### src/rtl/ddr2b_sram_pkg.sv
package ddr2b_sram_pkg;
  // Width of one byte-write lane (8 data bits plus one extra bit)
  localparam int LANE_W = 9;

  typedef enum logic [1:0] {
    BST_IDLE  = 2'd0,
    BST_READ  = 2'd1,
    BST_WRITE = 2'd2
  } bst_e;

  // Next controller state from the sampled strobe and select
  function automatic bst_e next_state(input logic ld_n, input logic rd_wr);
    if (ld_n) return BST_IDLE;
    return rd_wr ? BST_READ : BST_WRITE;
  endfunction
endpackage

### src/rtl/ddr2b_sram_ctrl.sv
module ddr2b_sram_ctrl
  import ddr2b_sram_pkg::*;
#(
  parameter int ADDR_W = 5,
  parameter int DATA_W = 36,
  localparam int LANES = DATA_W / LANE_W
) (
  input  logic                  clk,
  input  logic                  rst,
  input  logic                  ld_n,
  input  logic                  rd_wr,
  input  logic [ADDR_W-1:0]     addr,
  input  logic [2*LANES-1:0]    bw_n,
  input  logic [2*DATA_W-1:0]   wdata,
  output bst_e                  state,
  output logic                  rd_go,
  output logic                  wr_go,
  output logic [ADDR_W-1:0]     cmd_addr,
  output logic [2*LANES-1:0]    cmd_bw_n,
  output logic [2*DATA_W-1:0]   cmd_wdata
);
  bst_e st_q;

  always_ff @(posedge clk) begin
    if (rst) st_q <= BST_IDLE;
    else     st_q <= next_state(ld_n, rd_wr);
  end

  // Command registers; contents only matter while a burst is active
  always_ff @(posedge clk) begin
    cmd_addr  <= addr;
    cmd_bw_n  <= bw_n;
    cmd_wdata <= wdata;
  end

  assign state = st_q;
  assign rd_go = (st_q == BST_READ);
  assign wr_go = (st_q == BST_WRITE);

  AST_LOAD_STARTS_BURST: assert property (@(posedge clk) disable iff (rst)
    !ld_n |=> (state != BST_IDLE));
  AST_NO_LOAD_IDLES: assert property (@(posedge clk) disable iff (rst)
    ld_n |=> (state == BST_IDLE && !wr_go && !rd_go));
  AST_READ_FOLLOWS_SELECT: assert property (@(posedge clk) disable iff (rst)
    (!ld_n && rd_wr) |=> (rd_go && !wr_go));
endmodule

### src/rtl/ddr2b_sram_array.sv
module ddr2b_sram_array
  import ddr2b_sram_pkg::*;
#(
  parameter int ADDR_W = 5,
  parameter int DATA_W = 36,
  localparam int LANES = DATA_W / LANE_W,
  localparam int WORDS = 2 ** (ADDR_W + 1)
) (
  input  logic                  clk,
  input  logic                  wr_en,
  input  logic [ADDR_W-1:0]     addr,
  input  logic [2*LANES-1:0]    bw_n,
  input  logic [2*DATA_W-1:0]   wdata,
  output logic [2*DATA_W-1:0]   rdata
);
  logic [DATA_W-1:0] mem [WORDS];

  // Word index of burst word `second` at burst address a
  function automatic logic [ADDR_W:0] word_idx(input logic [ADDR_W-1:0] a, input logic second);
    return {a, second};
  endfunction

  // Replace only the lanes whose active-low enable is 0
  function automatic logic [DATA_W-1:0] lane_merge(input logic [DATA_W-1:0] old_w,
                                                   input logic [DATA_W-1:0] new_w,
                                                   input logic [LANES-1:0]  en_n);
    logic [DATA_W-1:0] r;
    r = old_w;
    for (int i = 0; i < LANES; i++)
      if (!en_n[i]) r[i*LANE_W +: LANE_W] = new_w[i*LANE_W +: LANE_W];
    return r;
  endfunction

  always_ff @(posedge clk) begin
    if (wr_en) begin
      for (int w = 0; w < 2; w++) begin
        mem[word_idx(addr, 1'(w))] <= lane_merge(mem[word_idx(addr, 1'(w))],
                                                 wdata[w*DATA_W +: DATA_W],
                                                 bw_n[w*LANES +: LANES]);
      end
    end
  end

  assign rdata = {mem[word_idx(addr, 1'b1)], mem[word_idx(addr, 1'b0)]};
endmodule

### src/rtl/ddr2b_sram_rdpipe.sv
module ddr2b_sram_rdpipe #(
  parameter int DEPTH = 2,
  parameter int W     = 72
) (
  input  logic         clk,
  input  logic         rst,
  input  logic         in_v,
  input  logic [W-1:0] in_d,
  output logic         out_v,
  output logic [W-1:0] out_d
);
  logic         v_q [DEPTH];
  logic [W-1:0] d_q [DEPTH];

  for (genvar k = 0; k < DEPTH; k++) begin : g_stage
    if (k == 0) begin : g_head
      always_ff @(posedge clk) begin
        if (rst) begin
          v_q[0] <= 1'b0;
          d_q[0] <= '0;
        end else begin
          v_q[0] <= in_v;
          d_q[0] <= in_v ? in_d : '0;
        end
      end
    end else begin : g_body
      always_ff @(posedge clk) begin
        if (rst) begin
          v_q[k] <= 1'b0;
          d_q[k] <= '0;
        end else begin
          v_q[k] <= v_q[k-1];
          d_q[k] <= d_q[k-1];
        end
      end
    end
  end

  assign out_v = v_q[DEPTH-1];
  assign out_d = d_q[DEPTH-1];

  AST_QUIET_WHEN_INVALID: assert property (@(posedge clk) disable iff (rst)
    !out_v |-> (out_d == '0));
endmodule

### src/rtl/ddr2b_sram.sv
module ddr2b_sram
  import ddr2b_sram_pkg::*;
#(
  parameter int ADDR_W = 5,
  parameter int DATA_W = 36,   // 9, 18 or 36
  parameter int RD_LAT = 2,    // edges from load to read beat, at least 1
  localparam int LANES = DATA_W / LANE_W,
  localparam int CW    = $clog2(RD_LAT + 1) + 1
) (
  input  logic                  clk,
  input  logic                  rst,
  input  logic                  ld_n,
  input  logic                  rd_wr,
  input  logic [ADDR_W-1:0]     addr,
  input  logic [2*LANES-1:0]    bw_n,
  input  logic [2*DATA_W-1:0]   wdata,
  output logic [2*DATA_W-1:0]   rdata,
  output logic                  rvalid
);
  bst_e                 state;
  logic                 rd_go, wr_go;
  logic [ADDR_W-1:0]    cmd_addr;
  logic [2*LANES-1:0]   cmd_bw_n;
  logic [2*DATA_W-1:0]  cmd_wdata;
  logic [2*DATA_W-1:0]  arr_rdata;

  ddr2b_sram_ctrl #(.ADDR_W(ADDR_W), .DATA_W(DATA_W)) u_ctrl (
    .clk(clk), .rst(rst), .ld_n(ld_n), .rd_wr(rd_wr), .addr(addr),
    .bw_n(bw_n), .wdata(wdata), .state(state), .rd_go(rd_go), .wr_go(wr_go),
    .cmd_addr(cmd_addr), .cmd_bw_n(cmd_bw_n), .cmd_wdata(cmd_wdata)
  );

  ddr2b_sram_array #(.ADDR_W(ADDR_W), .DATA_W(DATA_W)) u_array (
    .clk(clk), .wr_en(wr_go), .addr(cmd_addr), .bw_n(cmd_bw_n),
    .wdata(cmd_wdata), .rdata(arr_rdata)
  );

  ddr2b_sram_rdpipe #(.DEPTH(RD_LAT), .W(2*DATA_W)) u_pipe (
    .clk(clk), .rst(rst), .in_v(rd_go), .in_d(arr_rdata),
    .out_v(rvalid), .out_d(rdata)
  );

  // Reads accepted by the array but not yet delivered, for the checks below
  logic [CW-1:0] inflight;
  always_ff @(posedge clk) begin
    if (rst) inflight <= '0;
    else     inflight <= inflight + CW'(rd_go) - CW'(rvalid);
  end

  AST_VALID_HAS_SOURCE: assert property (@(posedge clk) disable iff (rst)
    rvalid |-> (inflight != '0));
  AST_INFLIGHT_BOUNDED: assert property (@(posedge clk) disable iff (rst)
    inflight <= CW'(RD_LAT));
  AST_ONE_BURST_KIND: assert property (@(posedge clk) disable iff (rst)
    !(rd_go && wr_go));
endmodule

### config.mk
export PLATFORM = sky130hd
export DESIGN_NAME = ddr2b_sram
export DESIGN_NICKNAME = d
export VERILOG_FILES = /design/src/rtl/ddr2b_sram_pkg.sv /design/src/rtl/ddr2b_sram_ctrl.sv /design/src/rtl/ddr2b_sram_array.sv /design/src/rtl/ddr2b_sram_rdpipe.sv /design/src/rtl/ddr2b_sram.sv
export SDC_FILE = /design/constraint.sdc
export NUM_CORES = 2
export LEC_CHECK = 0
export ABC_AREA = 1
export BUFFER_PORTS_ARGS = -buffer_cell sky130_fd_sc_hd__buf_4
export CORE_ASPECT_RATIO = 1.25
export CORE_MARGIN = 2
export CORE_UTILIZATION = 55
export CTS_BUF_LIST = sky130_fd_sc_hd__clkbuf_4 sky130_fd_sc_hd__clkbuf_8 sky130_fd_sc_hd__clkbuf_16
export DETAILED_ROUTE_END_ITERATION = 6
export PLACE_DENSITY = 0.71
export SLEW_MARGIN = 10
export SYNTH_ARGS = -nofsm -noshare
export SYNTH_HDL_FRONTEND = slang
export SYNTH_SLANG_ARGS = --single-unit
export TNS_END_PERCENT = 30
### constraint.sdc
create_clock -name clk -period 6.05 [get_ports clk]
set_input_delay 0.9075 -clock clk [delete_from_list [all_inputs] [get_ports clk]]
set_output_delay 0.9075 -clock clk [all_outputs]
set_load 0.1 [all_outputs]
# Yosys cells after proc, flatten, opt, wreduce, memory -nomap -nowiden
# Memories as Yosys holds them, arrays and structs flattened. A register that Yosys moved wholly into a read port is not among the register bits.
# Index checks and enable logic that the tools add are counted.
[totals] regBits=87 ramBits=2450 n_memories=3 in_bits=89
[mem_list] name="u_array.mem" words=64 word_bits=36 rd=2 rd_ports_with_merged_regs=2 wr=2 line="ddr2b_sram_array.sv:16" rtl="logic [DATA_W-1:0] mem [WORDS];"
[mem_list] name="u_pipe.d_q" words=2 word_bits=72 rd=2 rd_ports_with_merged_regs=0 wr=2 line="ddr2b_sram_rdpipe.sv:13" rtl="logic [W-1:0] d_q [DEPTH];"
[mem_list] name="u_pipe.v_q" words=2 word_bits=1 rd=2 rd_ports_with_merged_regs=0 wr=2 line="ddr2b_sram_rdpipe.sv:12" rtl="logic v_q [DEPTH];"
[op_classes] muxes=31 eq_ne=2 bitwise_logic=4
[op_table] operator="72-bit two-way mux" count=3
[op_table] operator="9-bit two-way mux" count=16
[op_table] operator="1-bit two-way mux" count=9
[op_table] operator="2-bit two-way mux" count=3
[op_table] operator="1-bit bitwise OR" count=4
[op_table] operator="2-bit by 1-bit equality test with 1-bit output (second input constant)" count=1
[op_table] operator="2-bit equality test (second input constant)" count=1

# Logic depth before layout (Yosys ltp)
[logic_depth] ltp_word=3 mapped_depth=14

# Modules after synthesis
# From an unflattened synthesis, not the netlist that was laid out.
[unflattened] hier_cells=9851 hier_area_um2=102199.3
[modules_own_cells] module="ddr2b_sram_array" area_each_um2=96236.0 cells_per_inst=9300 n_inst=1
[modules_own_cells] module="ddr2b_sram_rdpipe" area_each_um2=4184.0 cells_per_inst=454 n_inst=1
[modules_own_cells] module="ddr2b_sram_ctrl" area_each_um2=1779.2 cells_per_inst=97 n_inst=1

# Least setup slack after synthesis
# Ideal clock, no wire load.
[synth_timing] path_type="reg-to-reg" from="reg u_ctrl.cmd_addr[2]" to="mem u_array.mem[40][0] (netlist: u_array.mem[20][0]), enable pin" period_less_slack_ns=4.755 t_required_ns=5.547 path_slack_ns=1.295 arrival_ns=4.252 stages_incl_launch_ff=7 cell_sequence="dfxtp_1 > buf_4 > inv_4 > nor3_4 > clkbuf_1 > inv_1 > nor2_1"
[synth_lines] item="from (decl)" line="ddr2b_sram_ctrl.sv:18" rtl="output logic [ADDR_W-1:0] cmd_addr,"
[synth_lines] item="from (signal assigned)" line="ddr2b_sram_ctrl.sv:31" rtl="cmd_addr <= addr;"
[synth_lines] item="to (decl)" line="ddr2b_sram_array.sv:16"

==> flow_metrics.env <==
export IMPL_status="completed"
export IMPL_drtPass1Iterations=6
export IMPL_instances_no_fill=12400
export IMPL_final_nets=9920
export IMPL_die_y_um=485
export IMPL_grt_remaining_overflow=0
export IMPL_synth_seq_cells=2537
export IMPL_max_stage_delay_ns=1.03
export IMPL_synth_area_mm2=0.102
export IMPL_path_cells="inv_8 > nand3_1 > nor2_4 > buf_4"
export IMPL_cts_tree="done"
export IMPL_max_slew_margin_pct=13.5
export IMPL_netlist_instances=9772
export IMPL_worstSetupPathType="register to register"
export IMPL_final_util_pct=61.7
export IMPL_startpoint_type="register"
export IMPL_dp_cells=12000
export IMPL_coreArea_mm2=0.184
export IMPL_row_count=176
export IMPL_dp_hpwl_mm=136
export IMPL_finalSetupTns_ns=0
export IMPL_place_congestion=0.824
export IMPL_dieArea_mm2=0.189
export IMPL_drv_slew=0
export IMPL_tightest_slew_ns=1.29
export IMPL_wire_per_inst_um=21.8
export IMPL_ant_nets=0
export IMPL_post_route_period_util_pct=69.8
export IMPL_post_cts_resized=0
export IMPL_hold_violations=0
export IMPL_ir_drop_uv=312
export IMPL_post_cts_buffers=0
export IMPL_cp_max_fo=147
export IMPL_hold_buffers=0
export IMPL_clockBufferDepth=3
export IMPL_cts_sink_count=2537
export IMPL_hold_path_class="input pin to register"
export IMPL_start_util_pct=55.4
export IMPL_drt_wl_total_mm=272
export IMPL_drtIter0Drc=8039
export IMPL_rsz0062_at_grt="no"
export IMPL_yosys_warnings=0
export IMPL_vias=68900
export IMPL_dpl_cell_area_mm2=0.106
export IMPL_grt_max_degree=180
export IMPL_htreeDepth=4
export IMPL_grt_total_usage_pct=28.7
export IMPL_cp_num_buf_inv=2
export IMPL_critical_path_arrival_ns=4.72
export IMPL_finalSetupViolations=0
export IMPL_max_cap_viol_count=0
export IMPL_critPathTopFamily="simple AND/OR/NAND/NOR gates"
export IMPL_drive_gt1_share_pct=7.38
export IMPL_power_leakage_nw=47.5
export IMPL_drc=0
export IMPL_grt_pass1_vias=65900
export IMPL_ys_types=19
export IMPL_viasPerCell=5.54
export IMPL_design_area_mm2=0.114
export IMPL_clkTransAtPathRegs_ns=0.06
export IMPL_antenna_found_initial=3
export IMPL_critPathCaptureType="register"
export IMPL_die_x_um=389
export IMPL_cp_required_ns=6.55
export IMPL_critPathSlowestCell="nor2_4"
export IMPL_power_density_mw_per_mm2=322
export IMPL_max_freq_mhz=237
export IMPL_syn_avg_cell_area_um2=10.4
export IMPL_port_buffers=161
export IMPL_ios=162
export IMPL_cts_buffers_inserted=230
export IMPL_period_needed_ns=4.22
export IMPL_grt_first_pass_wirelength_mm=406
export IMPL_area_delta_synth_final_pct=11.4
export IMPL_clock_latency_ns=0.88
export IMPL_yosysSeqAreaShare_pct=72.5
export IMPL_finalPower_mw=36.5
export IMPL_root_buffer="clkbuf_16"
export IMPL_fin_skew_ns=0.0397
export IMPL_synth_nets=9861
## cell usage in the layout (no fill, tap or decap), drive strengths merged
cell | Yosys | routed
a21boi | 72 | 72
buf | 349 | 293
bufinv | 0 | 18
clkbuf | 117 | 325
clkinv | 8 | 87
clkinvlp | 0 | 5
dfxtp | 233 | 233
diode | 0 | 3
edfxtp | 2304 | 2304
inv | 87 | 97
nand2 | 6337 | 6337
nand3 | 4 | 4
nor2 | 251 | 251
nor3 | 9 | 9
nor3b | 1 | 1
## final timing paths
check | from | end | slack, ns | cells after the start
worst max register to register | u_ctrl.cmd_addr[0] | u_array.mem[24][28] | 1.83 | 4
worst max-delay path | u_ctrl.cmd_addr[0] | u_array.mem[24][28] | 1.83 | 4
worst min register to register | u_pipe.d_q[0][30] | u_pipe.d_q[1][30] | 0.38 | 2
worst min-delay path | wdata[12] | u_ctrl.cmd_wdata[12] | 0.12 | 1
## worst reg2reg max path: stages (launching register included)
cell and delay, ns:
dfxtp_4 0.51, inv_8 0.69, nand3_1 1.03, nor2_4 1.03, buf_4 0.56
## layout make-up
cell class                 instances  area, um^2
sequential                      2537       73900
fill                           14100       70600
multi-input combinational       6674       25700
clock buffer                     325        6840
tap                             2403        3010
timing repair buffer             293        2700
clock inverter                   112        1070
inverter                          95         374
antenna                            3        7.51
## report_power, final
group	internal (mW)	switching (mW)
Sequential	19.5	0.0526
Clock	8.63	6.35
Combinational	0.430	1.58
## synth_stat cells
library cell  instances  area share (%)
nand2_1            6337              23
edfxtp_1           2304              68
buf_2               284             1.4
nor2_1              251            0.92
dfxtp_1             233             4.6
clkbuf_1            117            0.43
inv_1                83            0.31
a21boi_1             72            0.53
buf_1                40            0.15
buf_6                22            0.24
clkinv_1              8           0.029
nor3_4                7            0.11
nand3_1               4           0.020
buf_4                 3           0.022
inv_2                 3           0.011
inv_4                 1          0.0061
nor3_1                1          0.0049
nor3_2                1          0.0098
nor3b_1               1          0.0074
## flip-flops by register name (all words and copies together), names as in the netlist
register,cells
u_pipe.v_q,2
u_ctrl.cmd_addr,5
u_ctrl.cmd_wdata,72
u_array.mem,2304
u_pipe.d_q,144
u_ctrl.state,2
u_ctrl.cmd_bw_n,8
## metrics by stage
step / worst slack [ns] / hold WS [ns]
after CTS: 1.82 / 0.0683
final: 1.83 / 0.119
after floorplan: 1.30 / 0.388
after global routing: 1.54 / 0.0985
after global placement: 1.90 / 0.390
after detailed placement: 1.85 / 0.392
## metal layers
metal / track usage [%] / part of all wire [%] / up-vias
li1: - / - / 31600
met1: 38.7 / 39 / 33100
met2: 47.5 / 48 / 3629
met3: 4.50 / 9.6 / 612
met4: 10.5 / 3.6 / 0
met5: 0 / 0 / -
## kinds of logic (layout without fill, tap and decap cells)
| family | Yosys count | after routing | share of synthesized area (%) |
|---|---|---|---|
| and+or+nand+nor | 6602 | 6602 | 24.4 |
| other | 0 | 3 | 0 |
| buffers and inverters | 561 | 825 | 2.59 |
| AOI/OAI and AO/OA | 72 | 72 | 0.530 |
| DFF | 2537 | 2537 | 72.5 |
(Power assumes the default switching activity.)
